<file path="src/rtl/mdio_pkg.sv">
package mdio_pkg;
    localparam int ADDR_W    = 5;
    localparam int DATA_W    = 16;
    localparam int PRE_LEN   = 32;
    localparam int HDR_LEN   = 2 + 2 + 2 * ADDR_W;
    localparam int TA_LEN    = 2;
    localparam int FRAME_LEN = PRE_LEN + HDR_LEN + TA_LEN + DATA_W;
    // bus-clock slot indices, counted from 0
    localparam int TA_SLOT   = PRE_LEN + HDR_LEN;
    localparam int ERR_SLOT  = TA_SLOT + 1;
    localparam int DATA_SLOT = TA_SLOT + TA_LEN;
    localparam int END_SLOT  = FRAME_LEN;
    localparam int SLOT_W    = $clog2(FRAME_LEN + 1);

    typedef enum logic [1:0] {
        OPC_WRITE = 2'b01,
        OPC_READ  = 2'b10
    } opcode_e;

    localparam logic [1:0] SOF_CODE = 2'b01;
    localparam logic [1:0] WR_TURN  = 2'b10;

    typedef struct packed {
        logic              rd;
        logic [ADDR_W-1:0] phy;
        logic [ADDR_W-1:0] regad;
        logic [DATA_W-1:0] wdata;
    } mdio_req_t;

    function automatic logic [FRAME_LEN-1:0] build_frame(mdio_req_t q);
        opcode_e opc;
        opc = q.rd ? OPC_READ : OPC_WRITE;
        return {{PRE_LEN{1'b1}}, SOF_CODE, logic'(opc[1]), logic'(opc[0]),
                q.phy, q.regad, WR_TURN, q.wdata};
    endfunction
endpackage

</file>
<file path="src/rtl/mdio_clkgen.sv">
module mdio_clkgen #(
    parameter int HALF_DIV = 20
) (
    input  logic clk,
    input  logic rst,
    input  logic run,
    output logic tick
);
    localparam int CNT_W = $clog2(HALF_DIV + 1);

    logic [CNT_W-1:0] cnt;

    assign tick = run && (cnt == CNT_W'(HALF_DIV - 1));

    always_ff @(posedge clk) begin
        if (rst || !run) begin
            cnt <= '0;
        end else if (tick) begin
            cnt <= '0;
        end else begin
            cnt <= cnt + CNT_W'(1);
        end
    end
endmodule

</file>
<file path="src/rtl/mdio_seq.sv">
module mdio_seq
    import mdio_pkg::*;
(
    input  logic              clk,
    input  logic              rst,
    input  logic              start,
    input  mdio_req_t         req,
    input  logic              tick,
    input  logic              mdio_in,
    output logic              busy,
    output logic              mdc,
    output logic              mdio_out,
    output logic              mdio_oe,
    output logic              done,
    output logic [DATA_W-1:0] rd_data,
    output logic              rd_err
);
    logic                 hi;
    logic [SLOT_W-1:0]    slot;
    logic [FRAME_LEN-1:0] shreg;
    logic                 is_rd;
    logic                 err_q;
    logic [DATA_W-1:0]    cap;
    logic                 in_reply;

    assign in_reply = (slot >= SLOT_W'(TA_SLOT)) && (slot < SLOT_W'(END_SLOT));
    assign mdc      = busy && hi;
    assign mdio_out = busy ? shreg[FRAME_LEN-1] : 1'b1;
    assign mdio_oe  = !(busy && is_rd && in_reply);

    always_ff @(posedge clk) begin
        if (rst) begin
            busy    <= 1'b0;
            hi      <= 1'b0;
            slot    <= '0;
            shreg   <= '1;
            is_rd   <= 1'b0;
            err_q   <= 1'b0;
            cap     <= '0;
            done    <= 1'b0;
            rd_data <= '0;
            rd_err  <= 1'b0;
        end else begin
            done <= 1'b0;
            if (!busy) begin
                if (start) begin
                    busy  <= 1'b1;
                    hi    <= 1'b0;
                    slot  <= '0;
                    shreg <= build_frame(req);
                    is_rd <= req.rd;
                    err_q <= 1'b0;
                    cap   <= '0;
                end
            end else if (tick) begin
                if (!hi) begin
                    if (slot == SLOT_W'(END_SLOT)) begin
                        busy <= 1'b0;
                        done <= 1'b1;
                        if (is_rd) begin
                            rd_err  <= err_q;
                            rd_data <= err_q ? '0 : cap;
                        end
                    end else begin
                        hi <= 1'b1;
                        if (is_rd && slot == SLOT_W'(ERR_SLOT)) begin
                            err_q <= mdio_in;
                        end
                        if (is_rd && slot >= SLOT_W'(DATA_SLOT)) begin
                            cap <= {cap[DATA_W-2:0], mdio_in};
                        end
                    end
                end else begin
                    hi    <= 1'b0;
                    slot  <= slot + SLOT_W'(1);
                    shreg <= {shreg[FRAME_LEN-2:0], 1'b1};
                end
            end
        end
    end
endmodule

</file>
<file path="src/rtl/mdio_master.sv">
module mdio_master
    import mdio_pkg::*;
#(
    parameter int HALF_DIV = 20
) (
    input  logic              clk,
    input  logic              rst,
    input  logic              start,
    input  logic              op_rd,
    input  logic [ADDR_W-1:0] phy_addr,
    input  logic [ADDR_W-1:0] reg_addr,
    input  logic [DATA_W-1:0] wr_data,
    input  logic              mdio_in,
    output logic              mdc,
    output logic              mdio_out,
    output logic              mdio_oe,
    output logic              busy,
    output logic              done,
    output logic [DATA_W-1:0] rd_data,
    output logic              rd_err
);
    mdio_req_t req;
    logic      tick;

    assign req = '{rd: op_rd, phy: phy_addr, regad: reg_addr, wdata: wr_data};

    mdio_clkgen #(.HALF_DIV(HALF_DIV)) u_clkgen (
        .clk  (clk),
        .rst  (rst),
        .run  (busy),
        .tick (tick)
    );

    mdio_seq u_seq (
        .clk      (clk),
        .rst      (rst),
        .start    (start),
        .req      (req),
        .tick     (tick),
        .mdio_in  (mdio_in),
        .busy     (busy),
        .mdc      (mdc),
        .mdio_out (mdio_out),
        .mdio_oe  (mdio_oe),
        .done     (done),
        .rd_data  (rd_data),
        .rd_err   (rd_err)
    );
endmodule

</file>
<file path="config.mk">
export PLATFORM = sky130hd
export DESIGN_NAME = mdio_master
export DESIGN_NICKNAME = d
export VERILOG_FILES = /design/src/rtl/mdio_pkg.sv /design/src/rtl/mdio_clkgen.sv /design/src/rtl/mdio_seq.sv /design/src/rtl/mdio_master.sv
export SDC_FILE = /design/constraint.sdc
export NUM_CORES = 1
export LEC_CHECK = 0
export ABC_AREA = 1
export BUFFER_PORTS_ARGS = -buffer_cell sky130_fd_sc_hd__buf_4
export CAP_MARGIN = 20
export CORE_AREA = 2 2 91 93
export CTS_CLUSTER_SIZE = 25
export DETAILED_ROUTE_END_ITERATION = 16
export DIE_AREA = 0 0 93 95
export PLACE_DENSITY = 0.9
export SLEW_MARGIN = 20
export SYNTH_ARGS = -nofsm -noshare
export SYNTH_HDL_FRONTEND = slang
export SYNTH_SLANG_ARGS = --single-unit
</file>
<file path="constraint.sdc">
create_clock -name clk -period 3.81 [get_ports clk]
set_clock_uncertainty 0.2 [all_clocks]
set_input_delay 0.5715 -clock clk [delete_from_list [all_inputs] [get_ports clk]]
set_output_delay 0.5715 -clock clk [all_outputs]
set_load 0.05 [all_outputs]
</file>
# Yosys cells after proc, flatten, opt, wreduce, memory -nomap -nowiden
# Index checks and enable logic that the tools add are counted.
totals:
  reg_bits: 114
  out_inout_bits: 22
  wordCells: 79
classes:
  n_addsub: 2
  magnitude_cmp: 3
  eq_ne: 9
  n_mux: 32
  n_bitwise: 3
  reduce_logical: 19
op_table:
  columns: ["op", "count"]
  rows:
  - ["64-bit two-way mux", 4]
  - ["16-bit two-way mux", 7]
  - ["7-bit two-way mux", 4]
  - ["1-bit two-way mux", 16]
  - ["5-bit AND reduction", 3]
  - ["7-bit by 6-bit >= comparator with 1-bit output, second input constant", 2]
  - ["2-bit != test, second input constant", 6]
  - ["7-bit by 1-bit adder with 7-bit output, second input constant", 1]
  - ["7-bit by 6-bit equality test with 1-bit output, second input constant", 1]
  - ["7-bit equality test, second input constant", 1]
  - ["1-bit logical AND", 7]
  - ["7-bit less-than comparator, second input constant", 1]
  - ["5-bit by 1-bit adder with 5-bit output, second input constant", 1]
  - ["5-bit equality test, second input constant", 1]
  - ["2-bit AND reduction", 2]
  - ["4-bit OR reduction", 1]
  - ["1-bit NOT", 3]
  - ["3-bit AND reduction", 1]
  - ["1-bit zero test", 2]
  - ["2-bit two-way mux", 1]
  - ["2-bit nonzero test", 1]
  - ["2-bit OR reduction", 1]
  - ["1-bit logical OR", 1]

# Depth between registers and ports, before layout
logic_depth:
  ltp_word: 7
  ltp_mapped: 12

# Modules after synthesis
# A second synthesis with hierarchy kept.
unflattened:
  cells_unflattened: 680
  area_unflattened_um2: 5124.9
by_module_without_submodules:
  columns: ["mod", "instances", "cells_per_inst", "area_per_inst_um2", "seq_area_each_um2"]
  rows:
  - ["mdio_seq", 1, 649, 4894.7, 2182.1]
  - ["mdio_clkgen", 1, 31, 230.2, 100.1]

# Worst setup path after synthesis
# No wires, ideal clock.
synth_timing:
  path_type: "register to output"
  start: "register u_seq.busy"
  end: "output port mdio_oe"
  arrival_ns: 1.730
  slack_ns: 1.308
  stages_incl_launch_ff: 5
  n_path_buf: 3
  cell_sequence: "dfxtp_1 > buf_6 > buf_2 > buf_1 > nand3_1"
synth_between:
  elab_chain_len: 3
synth_lines:
  columns: ["element", "line", "text"]
  rows:
  - ["from (decl)", "mdio_seq.sv:10", "output logic busy,"]
  - ["from (signal assigned)", "mdio_seq.sv:33", "busy <= 1'b0;"]
  - ["from (signal assigned)", "mdio_seq.sv:47", "busy <= 1'b1;"]
  - ["from (signal assigned)", "mdio_seq.sv:58", "busy <= 1'b0;"]
  - ["1-bit logical AND (2 in a row)", "mdio_seq.sv:29", "assign mdio_oe = !(busy && is_rd && in_reply);"]
  - ["1-bit zero test", "mdio_seq.sv:29", null]
  - ["to (decl)", "mdio_master.sv:16", "output logic mdio_oe,"]
# Every way passes these cells.

# Final worst setup path
layout_timing:
  start: "register u_clkgen.cnt[0]"
  end: "register u_seq.slot[0]"
layout_between:
  elab_chain_len: 4
layout_lines:
  columns: ["element", "line", "text"]
  rows:
  - ["from (decl)", "mdio_clkgen.sv:11", "logic [CNT_W-1:0] cnt;"]
  - ["from (signal assigned)", "mdio_clkgen.sv:21", "cnt <= cnt + CNT_W'(1);"]
  - ["5-bit equality test", "mdio_clkgen.sv:13", "assign tick = run && (cnt == CNT_W'(HALF_DIV - 1));"]
  - ["1-bit logical AND", "mdio_clkgen.sv:13", null]
  - ["2-bit != test (no source line)", null, null]
  - ["3-bit AND reduction (no source line)", null, null]
  - ["to (signal assigned)", "mdio_seq.sv:75", "slot <= slot + SLOT_W'(1);"]
  - ["to (decl)", "mdio_seq.sv:19", "logic [SLOT_W-1:0] slot;"]
# Every way passes these cells.
# A chain may end at the register's enable or synchronous reset.

==> out/metrics.csv <==
metric,value,unit
outcome,"complete, no violations",
Hold Crit Endpoint,u_seq.shreg[22],
Slew Limit Fails,0,
Clock power frac,0.494,
WHS Path Cells,3,
largest cells by area after synthesis,"dfxtp_1, nand2_1, nand3_1, o22ai_1, a21oi_1",
vias in the first global route,3963,
CTS Buffer Depth,2,
Syn Inst Count,611,
routability congestion estimate,0.881,
die height,95,µm
P&R area growth vs syn,18.2,%
register bit count reported by yosys,114,
syn avg cell area,7.79,µm²
Synth Flop Type,dfxtp_1,
Die X-Extent,93,µm
R2R Setup Slk,840,ps
initial drt markers,294,
setup TNS,0,ps
Net Sw Power,0.740,mW
initial core utilization,0.601,
register area share after synthesis,0.479,
Leak,2.39,nW
VDD IR max,0.278,mV
total die area,8840,µm²
Synth cell types,30,
largest net degree at the start of global routing,64,
"FFs w/ async S/R, synth",0,
arrival time of the worst setup path,3160,ps
most frequent cell after synthesis,nand2_1,
NumNets Final,679,
Synth warnings,0,
Setup Buffers After CTS,0,
I/O pin total,53,
Clock transition at path regs,60,ps
PostCTS Resize Cnt,0,
reg2reg start,u_clkgen.cnt[0],
Num CTS Buffers,17,
drt via density,5.54,
worst skew pair latency,520,ps
Net Sw Frac,0.251,
P_int,2.21,mW
Rows,33,
period utilization,0.779,
Final setup viols,0,
Routed Antenna Nets,0,
Power Total,2.95,mW
CP Class,reg -> reg,
worst r2r dst,u_seq.slot[0],
Max Cap Violations,0,
CTS tree,built,
hold path startpoint,reg_addr[4],
pwr/cell area,524,nW/µm²
# diodes,0,
drt drc,0,
Fmax achieved,337,MHz
"Req. time, crit path",4000,ps
RSZ-0062 raised after global routing,no,
layout cell share with drive strength beyond 1,0.210,
number of synthesized flops with an enable pin,0,
routed vias,4227,
core area,7930,µm²
HPWL after DPL,6420,µm
Post-Route WL,10700,µm
drt wl/cell,14.0,µm
first drt pass iteration count,5,
Tmin final,2970,ps
setup ws final,841,ps
combinational power share,0.075,
"Hold-fix buffers, CTS",0,
min-delay worst type,in -> reg,
Worst Setup End Kind,flip-flop,
total grt overflow,0,
initial antenna violation count,0,
global-route wire length before repair,17800,µm
area share of the largest cell type after synthesis,0.479,
sequential share of power,0.431,
CTS H-tree lvls,4,
worst slew pin tran,978,ps
list of most frequent post-synthesis cells,"nand2_1, dfxtp_1, nand3_1",
Yosys top cell by area,dfxtp_1,
CTS Sinks,114,
Final Non-Filler Cells,763,
mapped cell area,4760,µm²
Worst Reg-to-Reg Cells,12,
total global-route track usage,0.254,
IO Port Bufs,52,
Final Hold Viols,0,
post-placement setup slack,922,ps
syn nets,645,
slew margin rel.,0.347,
Layout Utilization,0.710,
placed insts,731,
worst-path fanout max,63,
Clk Tree Root Cell,clkbuf_8,
crit path launch type,flip-flop,
-- sequential cells by signal, indices dropped and copies added, names as in the netlist --
name / flops
u_seq.hi: 1
u_seq.done: 1
u_clkgen.cnt: 5
u_seq.shreg: 64
u_seq.cap: 16
u_seq.is_rd: 1
u_seq.err_q: 1
u_seq.slot: 7
u_seq.busy: 1
u_seq.rd_err: 1
u_seq.rd_data: 16
-- layout make-up --
cell class              instances  area [µm²]
repair buffers                 56         420
clock inverters                14         131
multi-input cells             411        2070
fillers                       549        2300
clock buffers                  18         428
well taps                     105         131
inverters                      45         169
flip-flops and latches        114        2280
-- metrics by stage --
step / hold slack [ps] / area [µm²]
2_1_floorplan: 218 / 4760
3_3_place_gp: 229 / 5070
3_5_place_dp: 248 / 5070
4_1_cts: 84.6 / 5630
5_1_grt: 101 / 5630
6_report: 91.3 / 5630
-- worst max-delay path: stages (launching register included) --
cell	delay [ps]
dfxtp_1	360
ha_1	200
inv_1	80
nor2_2	100
nand2_1	130
inv_1	80
nand2_1	50
buf_4	240
nand2_2	160
buf_4	530
inv_2	400
o21ai_0	270
a21oi_1	60
-- cells in the final DEF (no fill, tap or decap), types with 2 or more instances in the layout --
cell / synthesis / layout
clkinv_4: 0 / 3
clkinvlp_4: 0 / 4
or2_2: 27 / 27
nand3_1: 60 / 60
nor2_2: 3 / 3
nor3_1: 3 / 3
buf_4: 1 / 56
inv_2: 8 / 8
o211ai_1: 26 / 26
dfxtp_1: 114 / 113
inv_6: 0 / 4
nand4_1: 2 / 2
ha_1: 3 / 3
clkbuf_16: 0 / 16
nand2_4: 2 / 2
o22ai_1: 36 / 36
xor2_1: 3 / 3
nand2_1: 144 / 144
a21oi_1: 39 / 39
o21ai_0: 2 / 2
nor2_1: 49 / 49
clkinv_2: 0 / 2
inv_1: 37 / 37
nand2_2: 5 / 5
clkbuf_8: 0 / 2
-- power by group through the flow --
stage | clock (mW) | sequential [mW] | combinational [mW]
after global routing | 1.53 | 1.27 | 0.248
after detailed placement | 0 | 1.29 | 0.214
after CTS | 1.47 | 1.27 | 0.220
after floorplan | 0 | 1.28 | 0.173
after global placement | 0 | 1.29 | 0.205
final | 1.46 | 1.27 | 0.221
-- routing by layer --
layer	track usage	part of all wire	vias up
li1	-	-	2090
met3	0.0623	0.060	21
met5	0	0	-
met2	0.432	0.51	137
met1	0.307	0.42	1979
met4	0.107	0.018	0
-- cells by family after synthesis --
| logic type | count (synthesis) | synth area share |
|---|---|---|
| AOI/OAI and AO/OA | 105 | 0.135 |
| adders and majority gates | 3 | 0.00788 |
| buffers and inverters | 86 | 0.0867 |
| xor gates and xnor gates | 3 | 0.00552 |
| and+or+nand+nor | 300 | 0.286 |
| DFF | 114 | 0.479 |
-- worst max path at each step --
stage                    start       endpoint  slack (ps)  depth (start not counted)
2_1_floorplan       u_seq.busy        mdio_oe        1310                          4
3_3_place_gp   u_clkgen.cnt[0]  u_seq.slot[0]        1020                         12
3_5_place_dp   u_clkgen.cnt[0]  u_seq.slot[0]         920                         12
4_1_cts        u_clkgen.cnt[0]  u_seq.slot[0]         870                         12
5_1_grt        u_clkgen.cnt[0]  u_seq.slot[0]         610                         12
6_report       u_clkgen.cnt[0]  u_seq.slot[0]         840                         12
Power figures use the tool's default switching activity.
